[src/rtl/hbg_pkg.sv]
package hbg_pkg;

    typedef enum logic [1:0] {
        CH_BOOT = 2'd0,
        CH_HIGH = 2'd1,
        CH_LOW  = 2'd2,
        CH_MUTE = 2'd3
    } ch_state_e;

    typedef enum logic [1:0] {
        HB_OFF = 2'd0,
        HB_HI  = 2'd1,
        HB_LO  = 2'd2
    } hb_lvl_e;

endpackage

[src/rtl/hbg_chan_fsm.sv]
module hbg_chan_fsm
    import hbg_pkg::*;
(
    input  logic    clk,
    input  logic    rst_n,
    input  logic    mute_n,
    input  logic    pwm,
    output hb_lvl_e lvl_a,
    output hb_lvl_e lvl_b
);

    ch_state_e state_q;
    ch_state_e state_d;
    logic      pwm_last;

    // State register and the PWM bit taken on the previous rising edge
    always_ff @(posedge clk or negedge rst_n) begin
        if (!rst_n) begin
            state_q  <= CH_BOOT;
            pwm_last <= 1'b0;
        end else begin
            state_q  <= state_d;
            pwm_last <= pwm;
        end
    end

    // Next-state logic
    always_comb begin
        state_d = state_q;
        unique case (state_q)
            CH_BOOT: begin
                if (!mute_n)  state_d = CH_MUTE;
                else if (pwm) state_d = CH_HIGH;
                else          state_d = CH_LOW;
            end
            CH_HIGH: begin
                if (!mute_n)   state_d = CH_MUTE;
                else if (!pwm) state_d = CH_LOW;
            end
            CH_LOW: begin
                if (!mute_n)  state_d = CH_MUTE;
                else if (pwm) state_d = CH_HIGH;
            end
            CH_MUTE: begin
                if (mute_n && (pwm != pwm_last))
                    state_d = pwm ? CH_HIGH : CH_LOW;
            end
            default: state_d = CH_BOOT;
        endcase
    end

    // Output decode: the two sides of the bridge are in antiphase
    always_comb begin
        unique case (state_q)
            CH_HIGH: begin
                lvl_a = HB_HI;
                lvl_b = HB_LO;
            end
            CH_LOW: begin
                lvl_a = HB_LO;
                lvl_b = HB_HI;
            end
            default: begin
                lvl_a = HB_OFF;
                lvl_b = HB_OFF;
            end
        endcase
    end

endmodule

[src/rtl/hbg_deadtime.sv]
module hbg_deadtime
    import hbg_pkg::*;
(
    input  logic    clk,
    input  logic    rst_n,
    input  logic    dt_en,
    input  hb_lvl_e lvl,
    output logic    gate_n,
    output logic    gate_p
);

    hb_lvl_e lvl_fall;

    // Copy of the target level taken on the falling edge
    always_ff @(negedge clk or negedge rst_n) begin
        if (!rst_n) lvl_fall <= HB_OFF;
        else        lvl_fall <= lvl;
    end

    logic n_on;
    logic p_on;

    // Turn-off follows the rising-edge level at once. In dead-time mode,
    // turn-on also waits until the falling-edge copy agrees.
    always_comb begin
        n_on = (lvl == HB_LO) && (!dt_en || (lvl_fall == HB_LO));
        p_on = (lvl == HB_HI) && (!dt_en || (lvl_fall == HB_HI));
    end

    assign gate_n = n_on;
    assign gate_p = ~p_on;

endmodule

[src/rtl/hbridge_gate_drv.sv]
module hbridge_gate_drv
    import hbg_pkg::*;
#(
    parameter int NUM_CH = 2
) (
    input  logic                  clk,
    input  logic                  rst_n,
    input  logic                  mute_n,
    input  logic [1:0]            mode,
    input  logic [NUM_CH-1:0]     pwm,
    output logic [2*NUM_CH-1:0]   gate_n,
    output logic [2*NUM_CH-1:0]   gate_p
);

    localparam int NUM_HB = 2 * NUM_CH;

    // Only code 00 switches without dead time; the other codes add it
    logic dt_en;
    assign dt_en = |mode;

    hb_lvl_e lvl [NUM_HB];

    for (genvar c = 0; c < NUM_CH; c++) begin : g_ch
        hbg_chan_fsm u_fsm (
            .clk    (clk),
            .rst_n  (rst_n),
            .mute_n (mute_n),
            .pwm    (pwm[c]),
            .lvl_a  (lvl[2*c]),
            .lvl_b  (lvl[2*c+1])
        );
    end

    for (genvar h = 0; h < NUM_HB; h++) begin : g_hb
        hbg_deadtime u_dt (
            .clk    (clk),
            .rst_n  (rst_n),
            .dt_en  (dt_en),
            .lvl    (lvl[h]),
            .gate_n (gate_n[h]),
            .gate_p (gate_p[h])
        );
    end

endmodule

[config.mk]
export PLATFORM = sky130hd
export DESIGN_NAME = hbridge_gate_drv
export DESIGN_NICKNAME = d
export VERILOG_FILES = /design/src/rtl/hbg_pkg.sv /design/src/rtl/hbg_chan_fsm.sv /design/src/rtl/hbg_deadtime.sv /design/src/rtl/hbridge_gate_drv.sv
export SDC_FILE = /design/constraint.sdc
export NUM_CORES = 1
export LEC_CHECK = 0
export CAP_MARGIN = 20
export CORE_AREA = 10 10 47 49
export CTS_CLUSTER_DIAMETER = 50
export CTS_CLUSTER_SIZE = 30
export DETAILED_ROUTE_END_ITERATION = 7
export DIE_AREA = 0 0 57 59
export DONT_BUFFER_PORTS = 1
export PLACE_DENSITY = 0.47
export SYNTH_ARGS = -nofsm -noshare
export SYNTH_HDL_FRONTEND = slang
export SYNTH_SLANG_ARGS = --single-unit
[constraint.sdc]
create_clock -name clk -period 1.3 [get_ports clk]
set_input_delay 0.26 -clock clk [delete_from_list [all_inputs] [get_ports clk]]
set_output_delay 0.26 -clock clk [all_outputs]
set_load 0.02 [all_outputs]
==> impl_metrics.env <==
export IMPL_yosysTopAreaCellShare_pct=31.0
export IMPL_min_from="pwm[0]"
export IMPL_p_leak_uw=0.000292
export IMPL_drc_errors=0
export IMPL_grt_pass1_wl_um=1410
export IMPL_drt_iter0_drc=1
export IMPL_ys_warn_count=0
export IMPL_syn_nets=52
export IMPL_die_h_um=59
export IMPL_start_util_pct=34.6
export IMPL_grt_max_degree=9
export IMPL_yosysSeqAreaShare_pct=51.7
export IMPL_cp_startpoint="g_hb[0].u_dt.lvl_fall[0]$_DFF_NN0_"
export IMPL_hold_viol=0
export IMPL_place_hpwl_um=697
export IMPL_crit_slowest_cell="dfrtn_1"
export IMPL_nets=64
export IMPL_peakVddDrop_v=0.000489
export IMPL_violations="setup timing"
export IMPL_power_uw=645
export IMPL_drive_gt1_share_pct=58.2
export IMPL_design_area_um2=642
export IMPL_io_pins=15
export IMPL_power_density_nw_per_um2=1000
export IMPL_async_flop_share_pct=100
export IMPL_cts_tree="yes"
export IMPL_finalSetupViolations=12
export IMPL_placed_area_um2=562
export IMPL_end_kind="output pin"
export IMPL_synth_edf_count=0
export IMPL_hp_class="in -> reg"
export IMPL_cts_root_buffer="clkbuf_4"
export IMPL_synth_largest_area_cell="dfrtp_1"
export IMPL_crit_path_max_fanout=2
export IMPL_syn_to_final_growth_pct=32.6
export IMPL_clk_latency_ns=0.26
export IMPL_ys_ff_latch=10
export IMPL_rsz0062_at_grt="yes"
export IMPL_core_area_um2=1400
export IMPL_synth_most_common_cell="buf_4"
export IMPL_vias_per_cell=4.56
export IMPL_yosys_top_cells_area="dfrtp_1 (31%), dfrtn_1 (21%), buf_4 (12%)"
export IMPL_hold_depth=0
export IMPL_dr_pass1_iters=4
export IMPL_dieArea_um2=3360
export IMPL_grt_pass1_vias=350
export IMPL_dieWidth_um=57
export IMPL_crit_type="reg -> out"
export IMPL_synthFlopType="dfrtp_1"
export IMPL_vias=324
export IMPL_wl_per_cell_um=12.5
export IMPL_syn_inst=45
export IMPL_ctsHtreeMaxLevel=1
export IMPL_routed_wirelength_um=891
export IMPL_crit_buf_inv=0
export IMPL_io_buffers=0
export IMPL_clk_pin_slew_ns=0.06
export IMPL_max_slew_margin_rel_pct=82.2
export IMPL_gp_congestion=0.670
export IMPL_grtUsageTotal_pct=5.37
export IMPL_cp_depth=2
export IMPL_startpoint_type="flip-flop"
export IMPL_status="finished, violations left"
export IMPL_clock_skew_ns=0.00966
export IMPL_grt_overflow=0
export IMPL_cts_max_path_buffers=2
export IMPL_critPathRequiredTime_ns=1.04
export IMPL_maxCapViolations=0
export IMPL_synthesis_area_um2=484
export IMPL_max_stage_delay_ns=0.45
export IMPL_antenna_found_initial=0
export IMPL_crit_family="flip-flops"
export IMPL_synth_distinct_cells=11
export IMPL_cp_arrival_ns=1.75
export IMPL_syn_avg_cell_area_um2=10.8
export IMPL_cts_sinks=10
export IMPL_path_cells="nor2b_4 > o21a_2"
export IMPL_tightest_slew_ns=0.266
export IMPL_slew_viol_final=0
export IMPL_rr_worst_depth=1
export IMPL_antenna_cells=0
export IMPL_rr_startpoint="g_ch[1].u_fsm.state_q[1]$_DFFE_PN0P_"
export IMPL_post_route_worst_setup_slack_ns=-0.707
export IMPL_ant_nets=0
export IMPL_synthTopCellsByCount="buf_4 (8), dfrtp_1 (6), nor2b_1 (6), o21ai_1 (6)"
export IMPL_rows=14
export IMPL_cts_made_buffers=3
## report_power, final
group          switching, µW  internal (µW)
clock                   94.0            106
combinational           43.5           59.3
sequential              12.9            329
## state kept, by name (all words and copies together) (netlist names)
name and flops:
g_ch.u_fsm.state_q 4, g_ch.u_fsm.pwm_last 2, g_hb.u_dt.lvl_fall 4
## path summary, 6_finish.rpt
path	to	slack, ns
worst max-delay path	gate_n[1]	-0.71
worst max register to register	g_hb[3].u_dt.lvl_fall[0]$_DFF_NN0_	-0.08
worst min-delay path	g_ch[0].u_fsm.pwm_last$_DFF_PN0_	0.03
max in group asynchronous	g_ch[1].u_fsm.state_q[0]$_DFFE_PN0P_	0.79
worst min register to register	g_ch[0].u_fsm.state_q[0]$_DFFE_PN0P_	0.44
min in group asynchronous	g_hb[0].u_dt.lvl_fall[0]$_DFF_NN0_	0.22
## per-layer routing
metal	GRT usage (%)	part of all wire, %	vias to the layer above
met5	0	0	-
met4	4.03	0	0
met3	3.43	13	0
met2	7.44	41	14
met1	5.74	46	146
li1	-	-	164
## cells by family after synthesis
group	after synthesis	share of synthesized area, %
AO/OA/AOI/OAI	10	12.4
buffers and inverters	8	12.4
flip-flops	10	51.7
AND/OR/NAND/NOR	17	23.5
## metrics by stage
stage | hold WS (ns) | TNS [ns] | util (%) | setup WS [ns] | std cells
2_1_floorplan | -0.0356 | -3.13 | - | -0.378 | 45
3_3_place_gp | -0.0352 | -3.18 | 40.1 | -0.399 | 66
3_5_place_dp | -0.0351 | -3.42 | 40.1 | -0.428 | 66
4_1_cts | 0.0188 | -5.60 | 42.8 | -0.692 | 70
5_1_grt | 0.00982 | -6.10 | 45.8 | -0.760 | 71
6_report | 0.0283 | -5.61 | 45.8 | -0.707 | 71
## cells in the final DEF (no fill, tap or decap), types with 3 or more instances in the layout
cell type / n
buf_4: 11
o21a_2: 3
nand3_1: 4
nor2b_4: 4
clkbuf_4: 3
dfrtn_1: 4
buf_6: 3
dfrtp_1: 6
o21ai_1: 4
## final cells by class
class	count	area [µm²]
fill	133	759
sequential	10	250
multi-input combinational	27	223
timing repair buffer	15	126
clock buffer	3	22.5
tap	16	20.0
## repair_timing
item                                    in CTS  in global routing
buffers inserted                             0                  1
endpoints found under the setup margin      12                 12
hold endpoints to repair                     6                  0
resized for setup                            4                  8
pin swaps                                    2                  1
cloned                                       0                  0
hold buffers                                 1                  0
(Power assumes the default switching activity.)
